**src/rtl/stack_seq.sv**
```systemverilog
module stack_seq #(
  parameter logic [7:0]  STACK_PAGE = 8'h01,
  parameter logic [7:0]  SP_POWERUP = 8'hFD,
  parameter logic [7:0]  P_POWERUP  = 8'h34,
  parameter logic [15:0] NMI_VEC    = 16'hFFFA,
  parameter logic [15:0] RST_VEC    = 16'hFFFC,
  parameter logic [15:0] IRQ_VEC    = 16'hFFFE
) (
  input  logic        clk,
  input  logic        rst_n,
  input  logic        rst_req,
  input  logic        nmi_req,
  input  logic        irq_req,
  input  logic        cmd_valid,
  input  logic [2:0]  cmd_op,
  input  logic [15:0] pc_in,
  input  logic [15:0] tgt_in,
  input  logic [7:0]  a_in,
  input  logic [7:0]  mem_rdata,
  output logic [15:0] mem_addr,
  output logic        mem_we,
  output logic        mem_re,
  output logic [7:0]  mem_wdata,
  output logic        busy,
  output logic        pc_load,
  output logic [15:0] pc_out,
  output logic        a_load,
  output logic [7:0]  a_out,
  output logic [7:0]  sp,
  output logic [7:0]  status
);
  localparam int ZF = 1;
  localparam int IF = 2;
  localparam int BF = 4;
  localparam int NF = 7;

  typedef enum logic [3:0] {S_IDLE, S_RST, S_INT, S_CALL, S_RET, S_RTI,
                            S_PHA, S_PHP, S_PLA, S_PLP} seq_t;
  typedef enum logic [1:0] {P_NONE, P_IRQ, P_NMI} pend_t;

  seq_t        seq;
  pend_t       pend, pend_d;
  logic [2:0]  step;
  logic [7:0]  sp_q, p_q, lo_q, a_q;
  logic [15:0] pc_q, tgt_q, vec_q;
  logic        brk_q;
  logic        push, pull, last;

  wire idle     = (seq == S_IDLE);
  wire take_int = idle && (pend != P_NONE);
  wire take_cmd = idle && (pend == P_NONE) && cmd_valid;

  wire [15:0] ret_addr = pc_q - 16'd1;
  wire [7:0]  p_stk    = brk_q ? (p_q | 8'h10) : p_q;

  assign busy   = !idle || (pend != P_NONE);
  assign sp     = sp_q;
  assign status = p_q;

  always_comb begin
    pend_d = take_int ? P_NONE : pend;
    if (nmi_req) pend_d = P_NMI;
    else if (irq_req && !p_q[IF] && pend_d != P_NMI) pend_d = P_IRQ;
  end

  always_comb begin
    push = 1'b0;
    pull = 1'b0;
    last = 1'b0;
    mem_re = 1'b0;
    mem_wdata = 8'h00;
    mem_addr = 16'h0000;
    case (seq)
      S_RST: begin
        mem_re = 1'b1;
        mem_addr = vec_q + {15'd0, step[0]};
        last = (step == 3'd1);
      end
      S_INT: begin
        case (step)
          3'd2: begin push = 1'b1; mem_wdata = pc_q[15:8]; end
          3'd3: begin push = 1'b1; mem_wdata = pc_q[7:0]; end
          3'd4: begin push = 1'b1; mem_wdata = p_stk; end
          3'd5: begin mem_re = 1'b1; mem_addr = vec_q; end
          3'd6: begin mem_re = 1'b1; mem_addr = vec_q + 16'd1; last = 1'b1; end
          default: ;
        endcase
      end
      S_CALL: begin
        push = 1'b1;
        mem_wdata = (step == 3'd0) ? ret_addr[15:8] : ret_addr[7:0];
        last = (step == 3'd1);
      end
      S_RET: begin pull = 1'b1; last = (step == 3'd1); end
      S_RTI: begin pull = 1'b1; last = (step == 3'd2); end
      S_PHA: begin push = 1'b1; mem_wdata = a_q; last = 1'b1; end
      S_PHP: begin push = 1'b1; mem_wdata = p_q; last = 1'b1; end
      S_PLA, S_PLP: begin pull = 1'b1; last = 1'b1; end
      default: ;
    endcase
    if (push) mem_addr = {STACK_PAGE, sp_q};
    if (pull) begin
      mem_re = 1'b1;
      mem_addr = {STACK_PAGE, sp_q + 8'd1};
    end
  end

  assign mem_we = push;

  always_ff @(posedge clk or negedge rst_n) begin
    if (!rst_n) begin
      seq <= S_RST;
      step <= 3'd0;
      pend <= P_NONE;
      sp_q <= SP_POWERUP;
      p_q <= P_POWERUP;
      vec_q <= RST_VEC;
      lo_q <= 8'h00;
      a_q <= 8'h00;
      pc_q <= 16'h0000;
      tgt_q <= 16'h0000;
      brk_q <= 1'b0;
      pc_load <= 1'b0;
      pc_out <= 16'h0000;
      a_load <= 1'b0;
      a_out <= 8'h00;
    end else begin
      pc_load <= 1'b0;
      a_load <= 1'b0;
      if (rst_req) begin
        seq <= S_RST;
        step <= 3'd0;
        vec_q <= RST_VEC;
        pend <= P_NONE;
        sp_q <= sp_q - 8'd3;
        p_q[IF] <= 1'b1;
      end else begin
        pend <= pend_d;
        if (take_int) begin
          seq <= S_INT;
          step <= 3'd0;
          vec_q <= (pend == P_NMI) ? NMI_VEC : IRQ_VEC;
          brk_q <= 1'b0;
          pc_q <= pc_in;
        end else if (take_cmd) begin
          step <= 3'd0;
          pc_q <= pc_in;
          tgt_q <= tgt_in;
          a_q <= a_in;
          vec_q <= IRQ_VEC;
          brk_q <= (cmd_op == 3'd3);
          case (cmd_op)
            3'd0: seq <= S_CALL;
            3'd1: seq <= S_RET;
            3'd2: seq <= S_RTI;
            3'd3: seq <= S_INT;
            3'd4: seq <= S_PHA;
            3'd5: seq <= S_PHP;
            3'd6: seq <= S_PLA;
            default: seq <= S_PLP;
          endcase
        end else if (!idle) begin
          step <= step + 3'd1;
          if (last) seq <= S_IDLE;
          if (push) sp_q <= sp_q - 8'd1;
          if (pull) sp_q <= sp_q + 8'd1;
          case (seq)
            S_RST: begin
              if (step == 3'd0) lo_q <= mem_rdata;
              else begin pc_out <= {mem_rdata, lo_q}; pc_load <= 1'b1; end
            end
            S_INT: begin
              if (step == 3'd4) p_q <= p_stk | 8'h04;
              if (step == 3'd5) lo_q <= mem_rdata;
              if (step == 3'd6) begin pc_out <= {mem_rdata, lo_q}; pc_load <= 1'b1; end
            end
            S_CALL: if (last) begin pc_out <= tgt_q; pc_load <= 1'b1; end
            S_RET: begin
              if (step == 3'd0) lo_q <= mem_rdata;
              else begin pc_out <= {mem_rdata, lo_q} + 16'd1; pc_load <= 1'b1; end
            end
            S_RTI: begin
              if (step == 3'd0) p_q <= mem_rdata;
              if (step == 3'd1) lo_q <= mem_rdata;
              if (step == 3'd2) begin pc_out <= {mem_rdata, lo_q}; pc_load <= 1'b1; end
            end
            S_PLA: begin
              a_out <= mem_rdata;
              a_load <= 1'b1;
              p_q[ZF] <= (mem_rdata == 8'h00);
              p_q[NF] <= mem_rdata[7];
            end
            S_PLP: p_q <= mem_rdata;
            default: ;
          endcase
        end
      end
    end
  end

  a_r2_write_in_page: assert property (@(posedge clk) disable iff (!rst_n)
    mem_we |-> mem_addr[15:8] == STACK_PAGE);
  a_r2_one_access: assert property (@(posedge clk) disable iff (!rst_n)
    !(mem_we && mem_re));
  a_r2_push_dec: assert property (@(posedge clk) disable iff (!rst_n)
    (mem_we && !rst_req) |=> sp_q == $past(sp_q) - 8'd1);
  a_r2_pull_inc: assert property (@(posedge clk) disable iff (!rst_n)
    (mem_re && mem_addr[15:8] == STACK_PAGE && !rst_req) |=> sp_q == $past(sp_q) + 8'd1);
  a_r3_entry_masks: assert property (@(posedge clk) disable iff (!rst_n)
    (seq == S_INT && step == 3'd6 && !rst_req) |=> (p_q[IF] && pc_load));
  a_r11_nmi_kept: assert property (@(posedge clk) disable iff (!rst_n)
    (pend == P_NMI && !take_int && !rst_req) |=> pend == P_NMI);
  a_r10_masked_ignored: assert property (@(posedge clk) disable iff (!rst_n)
    (pend == P_NONE && p_q[IF] && !nmi_req && !rst_req) |=> pend == P_NONE);
  a_r5_brk_flag: assert property (@(posedge clk) disable iff (!rst_n)
    (seq == S_INT && step == 3'd4 && brk_q) |-> mem_wdata[BF]);
endmodule

```
**config.mk**
```make
export PLATFORM = sky130hd
export DESIGN_NAME = stack_seq
export DESIGN_NICKNAME = d
export VERILOG_FILES = /design/src/rtl/stack_seq.sv
export SDC_FILE = /design/constraint.sdc
export NUM_CORES = 1
export LEC_CHECK = 0
export BUFFER_PORTS_ARGS = -buffer_cell sky130_fd_sc_hd__buf_2
export CORE_UTILIZATION = 50
export DETAILED_ROUTE_END_ITERATION = 8
export PLACE_DENSITY_LB_ADDON = 0.05
export SLEW_MARGIN = 0
export SYNTH_ARGS = -nofsm -noshare
export SYNTH_HDL_FRONTEND = slang
export SYNTH_SLANG_ARGS = --single-unit
```
**constraint.sdc**
```tcl
create_clock -name clk -period 2.35 [get_ports clk]
set_clock_uncertainty 0.05 [all_clocks]
set_input_delay 0.47 -clock clk [delete_from_list [all_inputs] [get_ports clk]]
set_output_delay 0.47 -clock clk [all_outputs]
set_load 0.02 [all_outputs]
```
# Word-level counts from Yosys, hierarchy flattened

Index checks and enable logic that the tools add are counted.

Bits of input ports: 57
Word-level logic and storage cells: 188
Register bits after elaboration: 116

Muxes and demuxes: 76
Bitwise logic cells: 4
Add/sub/neg operators: 8
Equal/unequal tests: 39
Reduce and logical (&&, ||, !) cells: 43

Operator list:

| cell                  | count |
|---|---|
| $mux 16               | 12 |
| $mux 8                | 11 |
| $pmux 16 s5           | 1 |
| $pmux 16 s2           | 2 |
| $pmux 8 s3            | 2 |
| $add 16x1->16 const B | 2 |
| $pmux 8 s4            | 1 |
| $pmux 4 s7            | 1 |
| $ne 2x2->1 const B    | 13 |
| $mux 3                | 8 |
| $reduce_and 7->1      | 3 |
| $mux 1                | 20 |
| $mux 4                | 5 |
| $eq 3x3->1 const B    | 6 |
| $add 16x1->16         | 1 |
| $eq 4x3->1 const B    | 4 |
| $sub 16x1->16 const B | 1 |
| $pmux 5 s3            | 1 |
| $reduce_bool 3->1     | 5 |
| $eq 3x2->1 const B    | 4 |
| $pmux 1 s4            | 3 |
| $reduce_bool 4->1     | 3 |
| $reduce_and 10->1     | 1 |
| $reduce_or 3->1       | 3 |
| 34 further kinds      | 57 |

# Longest topological paths before layout

Word-level depth: 10
Depth in mapped cells: 9
Depth with buffers taken out: 7

# Worst setup path before layout

OpenSTA, ideal clock, no wires.

Kind: register to output
Start point: register seq[2]
End point: output mem_addr[3]
Data required time: 1.830 ns
Setup slack: -0.374 ns
Arrival time: 2.204 ns
Stages on the path, launching flop included: 7
Cells stage by stage: dfrtp_1 buf_4 buf_2 nor2b_1 o21ai_0 clkbuf_1 o311ai_0

Longest elaborated chain between the ends: 5

RTL lines:

| what                                     | RTL line | RTL |
|---|---|---|
| from (decl)                              | 41       | `seq_t seq;` |
| from (signal assigned)                   | 112      | `seq <= S_RST;` |
| from (signal assigned)                   | 131      | `seq <= S_RST;` |
| from (signal assigned)                   | 140      | `seq <= S_INT;` |
| $eq 4x2->1 or $eq 4x3->1 (tied branches) | 73       | `case (seq)` |
| $reduce_or 3->1 (no source line)         | --       |  |
| $pmux 1 s2                               | 73       |  |
| $mux 16                                  | 101      | `if (push) mem_addr = {STACK_PAGE, sp_q};` |
| $mux 16 *                                | 102      | `if (pull) begin` |
| to (decl)                                | 20       | `output logic [15:0] mem_addr,` |

Every way passes the cells marked *; elsewhere a longest branch is shown, timed or not.

# Worst setup path in the final report

Start point: register pc_q[0]
End point: output mem_wdata[7]

Longest elaborated chain between the ends: 3

RTL lines:

| what                   | RTL line | RTL |
|---|---|---|
| from (decl)            | 45       | `logic [15:0] pc_q, tgt_q, vec_q;` |
| from (signal assigned) | 144      | `pc_q <= pc_in;` |
| from (signal assigned) | 147      | `pc_q <= pc_in;` |
| $sub 16x1->16          | 53       | `wire [15:0] ret_addr = pc_q - 16'd1;` |
| $mux 8                 | 91       | `mem_wdata = (step == 3'd0) ? ret_addr[15:8] : ret_addr[7:0];` |
| $pmux 8 s4             | 73       |  |
| to (decl)              | 23       | `output logic [7:0] mem_wdata,` |

Every way passes these cells.

==> PnR_summary.wiki <==
{| class="wikitable"
! Metric !! Value
|-
| Failing checks || setup timing
|-
| Overall die area || 12,910 um^2
|-
| Leak || 0.003762 uW
|-
| Transition at the pin with the smallest max-transition slack || 614.6 ps
|-
| Worst-case register-to-register setup slack || 80 ps
|-
| Initial standard-cell utilization of the core || 51.66%
|-
| Pwr per Cell Area || 968.4 nW/um^2
|-
| Count of placed standard cells including taps || 973
|-
| Top fanout value on the critical path || 3
|-
| Detailed router's first-iteration violation count || 481
|-
| Routability Congestion || 0.9364
|-
| DRC violation count after routing || 0
|-
| HPWL Detailed || 12,980 um
|-
| IO buf count || 125
|-
| Vias per cell || 5.828
|-
| Maximum level of the CTS H-tree || 3
|-
| Primary FF master, synth || sky130_fd_sc_hd__dfrtp_1
|-
| Routed Wire Length || 18,010 um
|-
| Endpoint of the most critical register-to-register path || status[4]
|-
| Max Buffers Root-to-Sink || 2
|-
| Arrival time of data at the critical path endpoint || 2290 ps
|-
| TritonCTS clock tree || yes
|-
| Sequential cell area fraction in the yosys report || 41.20%
|-
| Via count of the first global-routing pass || 5,809
|-
| Number of enable-type register cells in the synthesized netlist || 0
|-
| Post-Syn Nets || 698
|-
| First-pass GRT wire length || 29,150 um
|-
| Antenna violations before repair || 0
|-
| Pin count of the biggest net entering global routing || 48
|-
| Worst setup EP type || output port
|-
| Cell chain of the critical path || or4_4, buf_4, nor4_2, xnor2_1, o221ai_2, buf_4
|-
| Routed wire per std cell || 17.85 um
|-
| Netlist area before placement || 6231 um^2
|-
| Flip-flop and latch count after synthesis || 102
|-
| Count of final hold-check violations || 0
|-
| YS warnings || 0
|-
| Insertion delay to the later sink of the worst-skew pair || 350 ps
|-
| Number of logic stages on the critical path including buffering || 6
|-
| Post-synthesis to final-layout area growth || 36.75%
|-
| Placement row count || 40
|-
| End point of the critical path || mem_wdata[7]
|-
| Cell chosen for the clock root || sky130_fd_sc_hd__clkbuf_16
|-
| Sink Count || 102
|-
| Delay-heaviest family, CP || simple AND/OR/NAND/NOR gates
|-
| Post-route fraction of the period consumed by the critical path || 119.7%
|-
| Crit Reg-Reg Startpoint || seq[2]
|-
| Relative slew slack || 58.88%
|-
| Clock transition at the registers of the reported paths || 70 ps
|-
| Unique masters post-synth || 73
|-
| Combined buffer and inverter count along the critical path || 2
|-
| Number of search-and-repair iterations in the first detailed-routing pass || 5
|-
| CP startpoint kind || register
|-
| Clock buffers created by TritonCTS || 9
|-
| Slowest stage cell, crit path || sky130_fd_sc_hd__or4_4
|-
| Status || complete, but fails checks
|-
| Number of slew-limit violations in the final report || 0
|-
| Antenna Nets Post-Route || 0
|-
| DR vias || 5,880
|-
| Diodes inserted || 0
|-
| Tightest Hold Check Type || primary input to asynchronous set/reset pin
|-
| Worst Setup Slack, final || -461.9 ps
|-
| IR Drop Worst-Case VDD || 0.0005469 V
|-
| Overall global routing resource usage || 28.89%
|-
| Fin crit period || 2812 ps
|-
| Count of cells along the worst register-to-register path || 8
|-
| Post-synthesis cell count || 632
|-
| Core area || 12,060 um^2
|-
| Post-route insts no fill || 1,009
|-
| Endpoint required time on the critical path || 1830 ps
|-
| Timing startpoint of the critical path || pc_q[0]
|-
| I/O pin cnt || 126
|-
| DP Worst Slack || -113.4 ps
|-
| Slowest stage delay, CP || 570 ps
|-
| Async set or reset register ratio after synthesis || 100.0%
|-
| Die Ht || 113.6 um
|-
| Cell occurring most often along the worst timing path || sky130_fd_sc_hd__buf_4
|-
| Layout cell share with drive strength beyond 1 || 48.51%
|-
| GRT Residual Overflow || 0
|-
| Post-synthesis area per instance || 9.859 um^2
|-
| Number of setup violations in the final report || 26
|-
| # Max-Cap Violations || 0
|-
| Hold buffer count at CTS || 0
|-
| Die width || 113.6 um
|-
| Count of nets after finishing || 902
|-
| Maximum clock rate || 0.3556 GHz
|-
| Worst Path Class, Setup || register to output port
|-
| Setup repair after global routing missed its margin || yes
|}
[worst min path at each step]
| stage | startpoint | endpoint | slack (ps) | cells after the start |
|---|---|---|---|---|
| global placement | rst_n | sp[1] | 390 | 1 |
| floorplan | rst_n | asynchronous set/reset pin | 120 | 0 |
| global route | rst_n | sp[1] | 30 | 1 |
| detailed placement | rst_n | sp[1] | 400 | 1 |
| finish | rst_n | sp[1] | 10 | 1 |
| CTS | rst_n | sp[1] | 20 | 1 |
[placed cells by master (no fill, tap or decap), types with 9 or more instances in the layout]
cell,count
sky130_fd_sc_hd__buf_6,30
sky130_fd_sc_hd__nand2b_1,10
sky130_fd_sc_hd__nor4_1,9
sky130_fd_sc_hd__o21ai_0,25
sky130_fd_sc_hd__a21oi_1,18
sky130_fd_sc_hd__buf_4,100
sky130_fd_sc_hd__xnor2_1,17
sky130_fd_sc_hd__dfstp_2,12
sky130_fd_sc_hd__inv_1,18
sky130_fd_sc_hd__nor3_1,15
sky130_fd_sc_hd__dfrtp_1,85
sky130_fd_sc_hd__nand3_1,13
sky130_fd_sc_hd__buf_2,102
sky130_fd_sc_hd__mux2_2,74
sky130_fd_sc_hd__nand2_1,48
sky130_fd_sc_hd__nor2_1,36
sky130_fd_sc_hd__clkbuf_16,9
[kinds of logic after synthesis]
family	after synthesis	synth area share (%)
buf+inv	65	4.779
flops	102	41.20
mux	79	14.18
simple gates	209	18.27
compound gates	142	16.08
fa+ha+maj	10	1.968
xor+xnor	25	3.514
[flip-flops by register name, indices dropped and copies added, names as in the netlist, named ones only]
signal	flops
a_load	1
a_out	8
a_q	8
brk_q	1
lo_q	8
pc_load	1
pc_out	16
pc_q	16
pend	2
seq	4
sp	8
status	6
step	3
tgt_q	16
vec_q	2
[through the flow]
| stage | hold WS (ps) | setup TNS [ps] | area (um^2) | total power, uW | utilization (%) |
|---|---|---|---|---|---|
| finish | 12.45 | -8373 | 8521 | 8251 | 70.64 |
| global route | 32.77 | -10520 | 8521 | 8741 | 70.64 |
| CTS | 19.87 | -8273 | 8262 | 8099 | 68.50 |
| detailed placement | 404.9 | -2500 | 7636 | 6360 | 63.31 |
| global placement | 394.7 | -1340 | 7636 | 6266 | 63.31 |
| floorplan | 124.4 | -260.0 | 6299 | 5077 | - |
[cell type report]
cell class / count / area [um^2]
Multi-Input combinational cell: 465 / 3655
Fill cell: 954 / 3541
Sequential cell: 102 / 2574
Timing Repair Buffer: 236 / 1679
Clock buffer: 9 / 225.2
Tap cell: 168 / 210.2
Inverter: 22 / 97.59
Clock inverter: 7 / 80.08
[synthesized netlist by cell type, types with 9 or more instances]
master	number	share of area (%)
sky130_fd_sc_hd__nand2b_1	10	1.0
sky130_fd_sc_hd__nor2b_1	9	0.90
sky130_fd_sc_hd__ha_1	9	1.8
sky130_fd_sc_hd__clkbuf_1	15	0.90
sky130_fd_sc_hd__nor2_1	38	2.3
sky130_fd_sc_hd__nor4_1	11	1.1
sky130_fd_sc_hd__nand2_1	53	3.2
sky130_fd_sc_hd__a21oi_1	19	1.5
sky130_fd_sc_hd__xnor2_1	17	2.4
sky130_fd_sc_hd__buf_4	10	1.2
sky130_fd_sc_hd__buf_2	13	1.0
sky130_fd_sc_hd__a22oi_1	10	1.2
sky130_fd_sc_hd__nand3_1	14	1.1
sky130_fd_sc_hd__nor3_1	17	1.4
sky130_fd_sc_hd__mux2_2	74	13
sky130_fd_sc_hd__o21ai_0	39	3.1
sky130_fd_sc_hd__dfstp_2	12	5.1
sky130_fd_sc_hd__inv_1	22	1.3
sky130_fd_sc_hd__dfrtp_1	90	36
[worst reg2reg max path: stages, from the launching register on]
cell and delay, ps:
sky130_fd_sc_hd__dfrtp_1 420, sky130_fd_sc_hd__buf_6 160, sky130_fd_sc_hd__buf_4 160, sky130_fd_sc_hd__buf_4 150, sky130_fd_sc_hd__nor4bb_1 400, sky130_fd_sc_hd__a31oi_1 100
sky130_fd_sc_hd__o32ai_1 330, sky130_fd_sc_hd__nor4b_1 340, sky130_fd_sc_hd__nor2_1 90
[metal layers]
layer  up-vias  GRT usage (%)  share of wire [%]
met1      2886          35.47                 42
met2       203          49.88                 51
li1       2749              -                  -
met3        42          6.057                4.7
met4         0          10.96                2.4
met5         -              0                  0
[report_power, final]
group          switching, uW  internal (uW)  total [uW]
clock                    684            840        1520
sequential               627           2460        3080
combinational           1880           1760        3640
[what timing repair did]
item	CTS	global route
gates resized for setup	71	48
endpoints found under the setup margin	49	54
cloned	0	0
setup buffers	11	10
pin swaps	19	20
No activity file was read; power rests on OpenSTA's default activity.
